<file path="config.mk">
export PLATFORM = sky130hd
export DESIGN_NAME = dpu_exec
export DESIGN_NICKNAME = d
export VERILOG_FILES = /design/src/rtl/dpu_pkg.sv /design/src/rtl/dpu_shifter.sv /design/src/rtl/dpu_alu.sv /design/src/rtl/dpu_wb.sv /design/src/rtl/dpu_exec.sv
export SDC_FILE = /design/constraint.sdc
export NUM_CORES = 1
export LEC_CHECK = 0
export BUFFER_PORTS_ARGS = -buffer_cell sky130_fd_sc_hd__clkbuf_2
export CORE_MARGIN = 2
export CORE_UTILIZATION = 45
export CTS_BUF_LIST = sky130_fd_sc_hd__clkbuf_2
export CTS_CLUSTER_DIAMETER = 40
export DETAILED_ROUTE_END_ITERATION = 10
export PLACE_DENSITY_LB_ADDON = 0.12
export SYNTH_ARGS = -nofsm -noshare
export SYNTH_HDL_FRONTEND = slang
export SYNTH_HIERARCHICAL = 1
export SYNTH_SLANG_ARGS = --single-unit
</file>
<file path="constraint.sdc">
create_clock -name clk -period 25.2 [get_ports clk]
set_input_delay 2.52 -clock clk [delete_from_list [all_inputs] [get_ports clk]]
set_output_delay 2.52 -clock clk [all_outputs]
set_load 0.05 [all_outputs]
</file>
<file path="src/rtl/dpu_pkg.sv">
package dpu_pkg;
  localparam int DW    = 32;
  localparam int RIW   = 4;
  localparam int MODEW = 5;

  localparam logic [RIW-1:0]   PC_IDX   = 4'd15;
  localparam logic [MODEW-1:0] USR_MODE = 5'b10000;

  typedef enum logic [3:0] {
    OP_AND = 4'd0,  OP_EOR = 4'd1,  OP_SUB = 4'd2,  OP_RSB = 4'd3,
    OP_ADD = 4'd4,  OP_ADC = 4'd5,  OP_SBC = 4'd6,  OP_RSC = 4'd7,
    OP_TST = 4'd8,  OP_TEQ = 4'd9,  OP_CMP = 4'd10, OP_CMN = 4'd11,
    OP_ORR = 4'd12, OP_MOV = 4'd13, OP_BIC = 4'd14, OP_MVN = 4'd15
  } dp_op_e;

  typedef enum logic [1:0] {
    SH_LSL = 2'd0, SH_LSR = 2'd1, SH_ASR = 2'd2, SH_ROR = 2'd3
  } sh_type_e;

  // flag positions inside the status word
  localparam int FN = 31;
  localparam int FZ = 30;
  localparam int FC = 29;
  localparam int FV = 28;
endpackage

</file>
<file path="src/rtl/dpu_shifter.sv">
module dpu_shifter #(
  parameter int W    = dpu_pkg::DW,
  parameter int IMMW = 8,
  parameter int ROTW = 4
) (
  input  logic            use_imm,
  input  logic [IMMW-1:0] imm8,
  input  logic [ROTW-1:0] imm_rot,
  input  logic [1:0]      sh_type,
  input  logic [7:0]      sh_amt,
  input  logic            sh_by_reg,
  input  logic [W-1:0]    rm_v,
  input  logic            c_in,
  output logic [W-1:0]    op2,
  output logic            c_out
);
  import dpu_pkg::*;
  localparam int SW = $clog2(W);

  logic [W-1:0]     imm_ext;
  logic [2*W-1:0]   imm_rotd;
  logic [SW-1:0]    rot_amt;
  logic [8:0]       n;
  logic [W:0]       lsl_v, lsr_v;
  logic signed [W:0] asr_src, asr_v;
  logic [2*W-1:0]   ror_v;
  logic             imm_amt_zero;

  assign imm_ext      = {{(W-IMMW){1'b0}}, imm8};
  assign rot_amt      = SW'({imm_rot, 1'b0});
  assign imm_rotd     = {imm_ext, imm_ext} >> rot_amt;
  assign imm_amt_zero = (sh_amt[SW-1:0] == '0);

  always_comb begin
    if (sh_by_reg)
      n = {1'b0, sh_amt};
    else if (imm_amt_zero && (sh_type == SH_LSR || sh_type == SH_ASR))
      n = 9'(W);
    else
      n = 9'(sh_amt[SW-1:0]);
  end

  assign lsl_v   = {1'b0, rm_v} << n;
  assign lsr_v   = {rm_v, 1'b0} >> n;
  assign asr_src = {rm_v, 1'b0};
  assign asr_v   = asr_src >>> n;
  assign ror_v   = {rm_v, rm_v} >> n[SW-1:0];

  always_comb begin
    op2   = rm_v;
    c_out = c_in;
    if (use_imm) begin
      op2   = imm_rotd[W-1:0];
      c_out = (imm_rot == '0) ? c_in : imm_rotd[W-1];
    end else if (!sh_by_reg && sh_type == SH_ROR && imm_amt_zero) begin
      op2   = {c_in, rm_v[W-1:1]};
      c_out = rm_v[0];
    end else if (n != '0) begin
      unique case (sh_type)
        SH_LSL: begin op2 = lsl_v[W-1:0];      c_out = lsl_v[W]; end
        SH_LSR: begin op2 = lsr_v[W:1];        c_out = lsr_v[0]; end
        SH_ASR: begin op2 = asr_v[W:1];        c_out = asr_v[0]; end
        default: begin op2 = ror_v[W-1:0];     c_out = ror_v[W-1]; end
      endcase
    end
  end
endmodule

</file>
<file path="src/rtl/dpu_alu.sv">
module dpu_alu #(
  parameter int W = dpu_pkg::DW
) (
  input  logic [3:0]   op,
  input  logic [W-1:0] a,
  input  logic [W-1:0] b,
  input  logic         c_in,
  input  logic         v_in,
  input  logic         sh_c,
  output logic [W-1:0] res,
  output logic [3:0]   nzcv
);
  import dpu_pkg::*;

  logic [W-1:0] x, y;
  logic         ci, arith;
  logic [W:0]   sum;
  logic         ovf;

  always_comb begin
    arith = 1'b1;
    x = a; y = b; ci = 1'b0;
    unique case (dp_op_e'(op))
      OP_SUB, OP_CMP: begin y = ~b; ci = 1'b1; end
      OP_RSB:         begin x = b; y = ~a; ci = 1'b1; end
      OP_ADD, OP_CMN: ;
      OP_ADC:         ci = c_in;
      OP_SBC:         begin y = ~b; ci = c_in; end
      OP_RSC:         begin x = b; y = ~a; ci = c_in; end
      default:        arith = 1'b0;
    endcase
  end

  assign sum = {1'b0, x} + {1'b0, y} + {{W{1'b0}}, ci};
  assign ovf = (x[W-1] == y[W-1]) && (sum[W-1] != x[W-1]);

  always_comb begin
    unique case (dp_op_e'(op))
      OP_AND, OP_TST: res = a & b;
      OP_EOR, OP_TEQ: res = a ^ b;
      OP_ORR:         res = a | b;
      OP_MOV:         res = b;
      OP_BIC:         res = a & ~b;
      OP_MVN:         res = ~b;
      default:        res = sum[W-1:0];
    endcase
  end

  assign nzcv = {res[W-1], (res == '0),
                 arith ? sum[W] : sh_c,
                 arith ? ovf : v_in};
endmodule

</file>
<file path="src/rtl/dpu_wb.sv">
module dpu_wb #(
  parameter int W = dpu_pkg::DW
) (
  input  logic [3:0]              op,
  input  logic                    set_flags,
  input  logic [dpu_pkg::RIW-1:0] rd_idx,
  input  logic [dpu_pkg::MODEW-1:0] cur_mode,
  input  logic [W-1:0]            cpsr_in,
  input  logic [W-1:0]            spsr_in,
  input  logic [3:0]              nzcv,
  output logic                    rf_we,
  output logic                    pc_we,
  output logic [W-1:0]            cpsr_next
);
  import dpu_pkg::*;

  logic is_test, rd_pc, priv;
  logic [W-1:0] flagged;

  assign is_test = (op[3:2] == 2'b10);
  assign rd_pc   = (rd_idx == PC_IDX);
  assign priv    = (cur_mode != USR_MODE);
  assign rf_we   = !is_test && !rd_pc;
  assign pc_we   = !is_test && rd_pc;
  assign flagged = {nzcv, cpsr_in[FV-1:0]};

  always_comb begin
    cpsr_next = cpsr_in;
    if (is_test) begin
      if (dp_op_e'(op) == OP_TEQ && rd_pc) begin
        if (priv) cpsr_next = spsr_in;
      end else begin
        cpsr_next = flagged;
      end
    end else if (set_flags) begin
      if (rd_pc) begin
        if (priv) cpsr_next = spsr_in;
      end else begin
        cpsr_next = flagged;
      end
    end
  end
endmodule

</file>
<file path="src/rtl/dpu_exec.sv">
module dpu_exec #(
  parameter int W          = dpu_pkg::DW,
  parameter int PC_OFS_IMM = 8,
  parameter int PC_OFS_REG = 12
) (
  input  logic        clk,
  input  logic        rst_n,
  input  logic        in_valid,
  output logic        in_ready,
  input  logic [3:0]  op,
  input  logic        set_flags,
  input  logic [3:0]  rd_idx,
  input  logic        use_imm,
  input  logic [7:0]  imm8,
  input  logic [3:0]  imm_rot,
  input  logic [1:0]  sh_type,
  input  logic [7:0]  sh_amt,
  input  logic        sh_by_reg,
  input  logic [3:0]  rn_idx,
  input  logic [W-1:0] rn_val,
  input  logic [3:0]  rm_idx,
  input  logic [W-1:0] rm_val,
  input  logic [W-1:0] instr_addr,
  input  logic [4:0]  cur_mode,
  input  logic [W-1:0] cpsr_in,
  input  logic [W-1:0] spsr_in,
  output logic        out_valid,
  input  logic        out_ready,
  output logic [W-1:0] res_data,
  output logic [3:0]  res_rd,
  output logic        rf_we,
  output logic        pc_we,
  output logic [W-1:0] cpsr_next
);
  import dpu_pkg::*;

  logic [W-1:0] pc_read, rn_eff, rm_eff, op2, alu_res, cpsr_c;
  logic         sh_c, rf_we_c, pc_we_c, accept;
  logic [3:0]   nzcv;

  assign pc_read = instr_addr + ((!use_imm && sh_by_reg) ? W'(PC_OFS_REG) : W'(PC_OFS_IMM));
  assign rn_eff  = (rn_idx == PC_IDX) ? pc_read : rn_val;
  assign rm_eff  = (rm_idx == PC_IDX) ? pc_read : rm_val;

  dpu_shifter #(.W(W)) shifter_i (
    .use_imm(use_imm), .imm8(imm8), .imm_rot(imm_rot), .sh_type(sh_type),
    .sh_amt(sh_amt), .sh_by_reg(sh_by_reg), .rm_v(rm_eff), .c_in(cpsr_in[FC]),
    .op2(op2), .c_out(sh_c)
  );

  dpu_alu #(.W(W)) alu_i (
    .op(op), .a(rn_eff), .b(op2), .c_in(cpsr_in[FC]), .v_in(cpsr_in[FV]),
    .sh_c(sh_c), .res(alu_res), .nzcv(nzcv)
  );

  dpu_wb #(.W(W)) wb_i (
    .op(op), .set_flags(set_flags), .rd_idx(rd_idx), .cur_mode(cur_mode),
    .cpsr_in(cpsr_in), .spsr_in(spsr_in), .nzcv(nzcv),
    .rf_we(rf_we_c), .pc_we(pc_we_c), .cpsr_next(cpsr_c)
  );

  assign in_ready = !out_valid || out_ready;
  assign accept   = in_valid && in_ready;

  always_ff @(posedge clk) begin
    if (!rst_n) begin
      out_valid <= 1'b0;
      res_data  <= '0;
      res_rd    <= '0;
      rf_we     <= 1'b0;
      pc_we     <= 1'b0;
      cpsr_next <= '0;
    end else if (accept) begin
      out_valid <= 1'b1;
      res_data  <= alu_res;
      res_rd    <= rd_idx;
      rf_we     <= rf_we_c;
      pc_we     <= pc_we_c;
      cpsr_next <= cpsr_c;
    end else if (out_ready) begin
      out_valid <= 1'b0;
    end
  end
endmodule

</file>
# After elaboration in Yosys (flattened, before gate mapping)

Cells that the tools add are included.

$add $sub $neg: 3
Equal/unequal tests: 25
Shifts and indexed selects: 5
Mux-type cells: 28
Bitwise logic cells: 6
Reduce and logical (&&, ||, !) cells: 30

Operators with widths:

| kind               | count |
|---|---|
| $mux 32            | 11 |
| $pmux 32 s6        | 1 |
| $pmux 32 s3        | 1 |
| $and 32x32->32     | 2 |
| $not 32->32        | 2 |
| $pmux 32 s2        | 1 |
| $shr 64x5->32      | 1 |
| $eq 4x4->1 const B | 11 |
| $shr 40x5->32      | 1 |
| $add 32x32->33     | 1 |
| $add 33x1->33      | 1 |
| $shl 32x9->33      | 1 |
| $shr 33x9->33      | 1 |
| $sshr 33x9->33     | 1 |
| $add 32x4->32      | 1 |
| $logic_not 32->1   | 1 |
| $or 32x32->32      | 1 |
| $xor 32x32->32     | 1 |
| $eq 4x3->1 const B | 4 |
| $logic_and 1x1->1  | 9 |
| $mux 1             | 9 |
| $mux 9             | 1 |
| $reduce_bool 9->1  | 1 |
| $reduce_or 3->1    | 3 |
| 19 further kinds   | 30 |

Register bits: 71
Input port bits: 210

# Longest topological paths before layout

Depth after elaboration: 20
Depth in mapped cells: 36
Gate-level depth less buffers: 35

# Cells and area by module

The synthesis kept the hierarchy.

Modules (own cells, without submodules):

| module      | times used | cells each | area an instance (um^2) | sequential area each (um^2) |
|---|---|---|---|---|
| dpu_shifter | 1          | 1024       | 7283.2                  | 0.0 |
| dpu_alu     | 1          | 875        | 5338.9                  | 0.0 |
| dpu_exec    | 1          | 538        | 3852.4                  | 1421.4 |
| dpu_wb      | 1          | 53         | 626.9                   | 0.0 |

# Worst setup path before layout

Ideal clock, no wire load.

Path kind: input to register
Start: input port sh_by_reg
End: register cpsr_next[30]
Library setup time: 0.076 ns
Arrival: 9.635 ns
Setup slack: 15.490 ns
Stages on the path: 35
Buffers on the path: 2
Path through: nor2b_1 -> ha_1 -> inv_1 -> ha_1 -> or4_1 -> buf_2 -> nor3_1 -> xnor2_1 -> o21ai_0 -> mux4_2 -> mux2i_1 -> mux2_2 -> and2_1 -> o311a_1 -> o31a_1 -> a211oi_1 -> inv_1 -> a21oi_1 -> o21ai_0 -> ha_1 -> clkbuf_1 -> a21oi_1 -> o21bai_1 -> a221oi_1 -> a41oi_1 -> a211o_1 -> a21oi_1 -> mux2i_1 -> o211ai_1 -> a2111o_1 -> nor2_1 -> a21o_1 -> o221a_2 -> nand2_1 -> a21boi_0

Word-level cells in the longest chain between the ends: 18
Elaborated cells on any way between the ends: 34
Classes of those cells: add/sub (3); shift (4); mux (15); bitwise (6); reduce/logical (6)

RTL lines:

| element                                | RTL line          | RTL |
|---|---|---|
| start: declaration                     | dpu_exec.sv:18    | `input logic sh_by_reg,` |
| $logic_and 1x1->1 *                    | dpu_exec.sv:41    | `assign pc_read = instr_addr + ((!use_imm && sh_by_reg) ? W'(PC_OFS_REG) : W'(PC_OFS_IMM));` |
| $mux 3 *                               | dpu_exec.sv:41    |  |
| $add 32x4->32 *                        | dpu_exec.sv:41    |  |
| $mux 32 *                              | dpu_exec.sv:43    | `assign rm_eff = (rm_idx == PC_IDX) ? pc_read : rm_val;` |
| named net rm_eff[20]                   | dpu_exec.sv:37    | `logic [W-1:0] pc_read, rn_eff, rm_eff, op2, alu_res, cpsr_c;` |
| $sshr 33x9->33 (tied with other cells) | dpu_shifter.sv:46 | `assign asr_v = asr_src >>> n;` |
| $pmux 32 s3 *                          | dpu_shifter.sv:59 | `unique case (sh_type)` |
| $mux 32 *                              | dpu_shifter.sv:58 | `end else if (n != '0) begin` |
| (+2 left out)                          | -                 |  |
| named net op2[10]                      | dpu_exec.sv:37    |  |
| (+3 left out)                          | -                 |  |
| $add 33x1->33                          | dpu_alu.sv:34     | `assign sum = {1'b0, x} + {1'b0, y} + {{W{1'b0}}, ci};` |
| $pmux 32 s6 *                          | dpu_alu.sv:38     | `unique case (dp_op_e'(op))` |
| $logic_not 32->1 *                     | dpu_alu.sv:49     | `assign nzcv = {res[W-1], (res == '0),` |
| named net nzcv[2]                      | dpu_exec.sv:39    | `logic [3:0] nzcv;` |
| $mux 32                                | dpu_wb.sv:36      | `if (rd_pc) begin` |
| $mux 32                                | dpu_wb.sv:35      | `end else if (set_flags) begin` |
| $mux 32 *                              | dpu_wb.sv:29      | `if (is_test) begin` |
| named net cpsr_c[30]                   | dpu_exec.sv:37    |  |
| end signal: assignment                 | dpu_exec.sv:79    | `cpsr_next <= cpsr_c;` |
| end: declaration                       | dpu_exec.sv:33    | `output logic [W-1:0] cpsr_next` |

The timed path passes the listed nets; every way through them passes the cells marked *.
A chain may end at the register's enable or synchronous reset.

# Worst setup path after layout

Start: input port use_imm
End: register cpsr_next[30]

Word-level cells in the longest chain between the ends: 19
Elaborated cells on any way between the ends: 30
Classes of those cells: add/sub (3); shift (4); mux (14); bitwise (6); reduce/logical (3)

RTL lines:

| element                                | RTL line          | RTL |
|---|---|---|
| start: declaration                     | dpu_exec.sv:13    | `input logic use_imm,` |
| $logic_not 1->1 *                      | dpu_exec.sv:41    |  |
| $logic_and 1x1->1 *                    | dpu_exec.sv:41    |  |
| $mux 3 *                               | dpu_exec.sv:41    |  |
| $add 32x4->32 *                        | dpu_exec.sv:41    |  |
| $mux 32 *                              | dpu_exec.sv:43    |  |
| named net rm_eff[20]                   | dpu_exec.sv:37    |  |
| $sshr 33x9->33 (tied with other cells) | dpu_shifter.sv:46 |  |
| $pmux 32 s3 *                          | dpu_shifter.sv:59 |  |
| (+3 left out)                          | -                 |  |
| named net op2[10]                      | dpu_exec.sv:37    |  |
| (+3 left out)                          | -                 |  |
| $add 33x1->33                          | dpu_alu.sv:34     |  |
| $pmux 32 s6 *                          | dpu_alu.sv:38     |  |
| $logic_not 32->1 *                     | dpu_alu.sv:49     |  |
| named net nzcv[2]                      | dpu_exec.sv:39    |  |
| $mux 32                                | dpu_wb.sv:36      |  |
| $mux 32                                | dpu_wb.sv:35      |  |
| $mux 32 *                              | dpu_wb.sv:29      |  |
| named net cpsr_c[30]                   | dpu_exec.sv:37    |  |

Marks and branches as above.

==> flow_summary_export.csv <==
group,metric,value,unit
run_status,run_status,"completed",
critical_path,endpoint_kind,"flip-flop",
floorplan,start_util,0.455,
clocking,cts-resized-gates,0,
place,dp_hpwl,69900,um
layout,final_common_cell,"nand2_1",
critical_path,r2r_slack,23.41,ns
place,routabilityCongestion,1.13,
layout,insertedDiodeCount,0,
clocking,clock_latency,0.57,ns
synth,syn_nets,2772,
route,firstDrtPassIters,6,
critical_path,r2r-start,"out_valid",
power,p_int,0.338,mW
clocking,cts_root_buf,"clkbuf_2",
power,p_switching,0.416,mW
floorplan,core-area,37600,um2
synth,ys_warn_count,6,
grt,gr-usage-all-layers,0.453,
floorplan,die_y,199,um
power,power-per-cell-area,39.9,nW/um2
sta,fin_crit_sh,0.462,
critical_path,arrival,12.12,ns
worst_hold_path,hold_start,"cpsr_next[10]",
synth,yosysSeqAreaShare,0.0831,
route,drc_errors,0,
route,ant_nets,0,
worst_hold_path,hold_path_end,"cpsr_next[10]",
power,p_clk_frac,0.106,
sta,clock-skew-final,0.0230,ns
synth,syn_inst,2490,
clocking,cts_tree,"yes",
clocking,cts_buffers,9,
sta,setup_tns,0,ns
run,max-cap-violations,0,
grt,grt_first_pass_wirelength,133000,um
layout,area.sequential,1420,um2
clocking,htreeDepth,3,
place,dpl_cell_area,18800,um2
route,drt-total-wl,91900,um
critical_path,worstSetupPathType,"in -> reg",
route,routed_via_density,6.99,
floorplan,rows,71,
grt,grt_max_degree,91,
synth,avgSynthCellArea,6.87,um2
layout,drive_gt1_frac,0.208,
power,p_comb_frac,0.724,
synth,synth_cell_types,100,
sta,hold_violations,0,
sta,fmax,0.0860,GHz
sta,slew_headroom,0.0591,
place,dp_cells,3138,
layout,final_area,18900,um2
layout,multiInputGateArea,14400,um2
synth,synth-seq-cells,71,
grt,overflow,0,
sta,rsz0062_at_grt,"false",
floorplan,dieArea,39600,um2
worst_hold_path,min_path_cells,2,
critical_path,slowest_delay,0.87,ns
floorplan,boundaryPins,282,
clocking,post-cts-setup-buffers,0,
layout,area_growth,10.6,%
synth,async_flop_share,0,
floorplan,die-width,199,um
layout,fillers,3860,
power,ir_drop,44.8,uV
layout,postLayoutCoreUtil,0.503,
layout,instances_no_fill,3154,
route,routedWlPerCell,29.1,um
grt,antenna_found_initial,2,
sta,drv_slew,0,
clocking,clkTransAtPathRegs,0.19,ns
sta,min_period,11.63,ns
critical_path,start_kind,"input port",
worst_hold_path,hp-class,"reg -> reg",
synth,synth_ff_type,"dfxtp_1",
synth,synth_edf_count,0,
layout,final_cell_mix,"nand2_1 (430), clkbuf_2 (288), o21ai_0 (195)",
clocking,cts.sinks,71,
critical_path,path_max_fanout,55,
sta,worst_slew_pin_slew,1.40,ns
critical_path,crit_required,25.69,ns
clocking,ctsHoldBuffers,0,
power,p_leak,7.97,nW
critical_path,crit_slowest_cell,"o21ai_0",
route,drt_iter0_markers,3436,
grt,grt_pass1_vias,20000,
critical_path,rr_endpoint,"res_data[21]",
critical_path,r2r_cells,5,
sta,setup_viol,0,
synth,syn_area,17100,um2
layout,layout.nets,2920,
place,numPortBuffers,281,
route,vias,22100,
power,p_sw_frac,0.552,
clocking,clockBufferDepth,2,
power,p_seq_frac,0.169,
## sequential cells by signal (all words and copies together), names as in the netlist
register	count
res_data	32
out_valid	1
pc_we	1
rf_we	1
res_rd	4
cpsr_next	32
## cell type report
type,instances,share of cell area
Sequential cell,71,0.0752
Clock inverter,7,0.00543
Tap cell,511,0.0338
Inverter,103,0.0205
Timing Repair Buffer,349,0.102
Multi-Input combinational cell,2104,0.761
Clock buffer,9,0.00238
## power by group through the flow
stage	clock [mW]	combinational [mW]	sequential [mW]
detailed placement	0	0.521	0.130
finish	0.0802	0.546	0.128
CTS	0.0822	0.523	0.128
floorplan	0	0.318	0.162
global placement	0	0.517	0.130
global route	0.0885	0.575	0.129
## cells by family (layout without fill, tap and decap cells)
logic type	count (synthesis)	in the layout	share of synthesized area
flip-flops	71	71	0.0831
AO/OA/AOI/OAI	875	875	0.337
XOR/XNOR	60	60	0.0307
AND/OR/NAND/NOR	886	886	0.237
multiplexers	211	211	0.180
buffers and inverters	315	468	0.0778
adder cells (fa/ha/maj)	72	72	0.0536
## cells in the mapped netlist (7+ instances only)
cell type | count | area, um2
and3_1 | 15 | 93.8
nand3_1 | 57 | 285
xnor2_1 | 42 | 368
mux2_4 | 27 | 405
o22ai_1 | 28 | 175
a22oi_1 | 14 | 105
clkbuf_1 | 153 | 574
a211oi_1 | 26 | 195
mux2i_1 | 72 | 721
buf_2 | 26 | 130
nand2b_1 | 14 | 87.6
o31ai_1 | 34 | 255
o221a_2 | 7 | 78.8
nor2b_1 | 24 | 150
o21ai_1 | 37 | 185
nor4_1 | 11 | 68.8
a31oi_1 | 29 | 181
buf_6 | 11 | 124
buf_1 | 15 | 56.3
nor3_1 | 52 | 260
a211o_1 | 9 | 78.8
a21o_1 | 24 | 180
dfxtp_1 | 71 | 1420
a32o_1 | 8 | 80.1
o21ai_0 | 202 | 1010
nand4_1 | 21 | 131
and2_1 | 22 | 138
a221oi_1 | 24 | 210
o32ai_1 | 14 | 123
ha_1 | 70 | 876
a21boi_0 | 78 | 586
o21a_1 | 13 | 97.6
o221ai_1 | 16 | 140
nand2_1 | 431 | 1620
or3_1 | 17 | 106
mux4_2 | 62 | 1400
mux2_2 | 46 | 518
nor2_1 | 172 | 646
a21oi_1 | 186 | 931
inv_1 | 100 | 375
a32oi_1 | 7 | 61.3
o211ai_1 | 21 | 158
o2111ai_1 | 7 | 61.3
xor2_1 | 18 | 158
## worst max-delay path: cells and delay by family
family,cells,cell delay (ns)
xor gates and xnor gates,2,0.34
buffers and inverters,4,0.63
adders and majority gates,3,0.87
AOI/OAI and AO/OA,16,4.55
and+or+nand+nor,7,2.13
muxes,3,0.98
## metal layers
layer	GRT usage	wire, um
met5	0	13
met4	0.295	7500
met3	0.112	11100
met2	0.691	39600
met1	0.568	33700
## stage by stage
step	setup WS (ns)	hold WS (ns)	total power [mW]
floorplan	15.49	0.679	0.480
global placement	13.58	0.455	0.646
detailed placement	13.25	0.460	0.651
CTS	13.84	0.483	0.733
global route	13.02	0.506	0.792
finish	13.57	0.479	0.754
## how the worst max path moves through the flow
stage	startpoint	end	slack, ns	cells after the start
6_report	use_imm	cpsr_next[30]	13.57	35
3_5_place_dp	use_imm	cpsr_next[30]	13.25	35
2_1_floorplan	sh_by_reg	cpsr_next[30]	15.49	35
4_1_cts	use_imm	cpsr_next[30]	13.84	35
5_1_grt	use_imm	cpsr_next[30]	13.02	35
3_3_place_gp	use_imm	cpsr_next[30]	13.58	35
(Power assumes the default switching activity.)
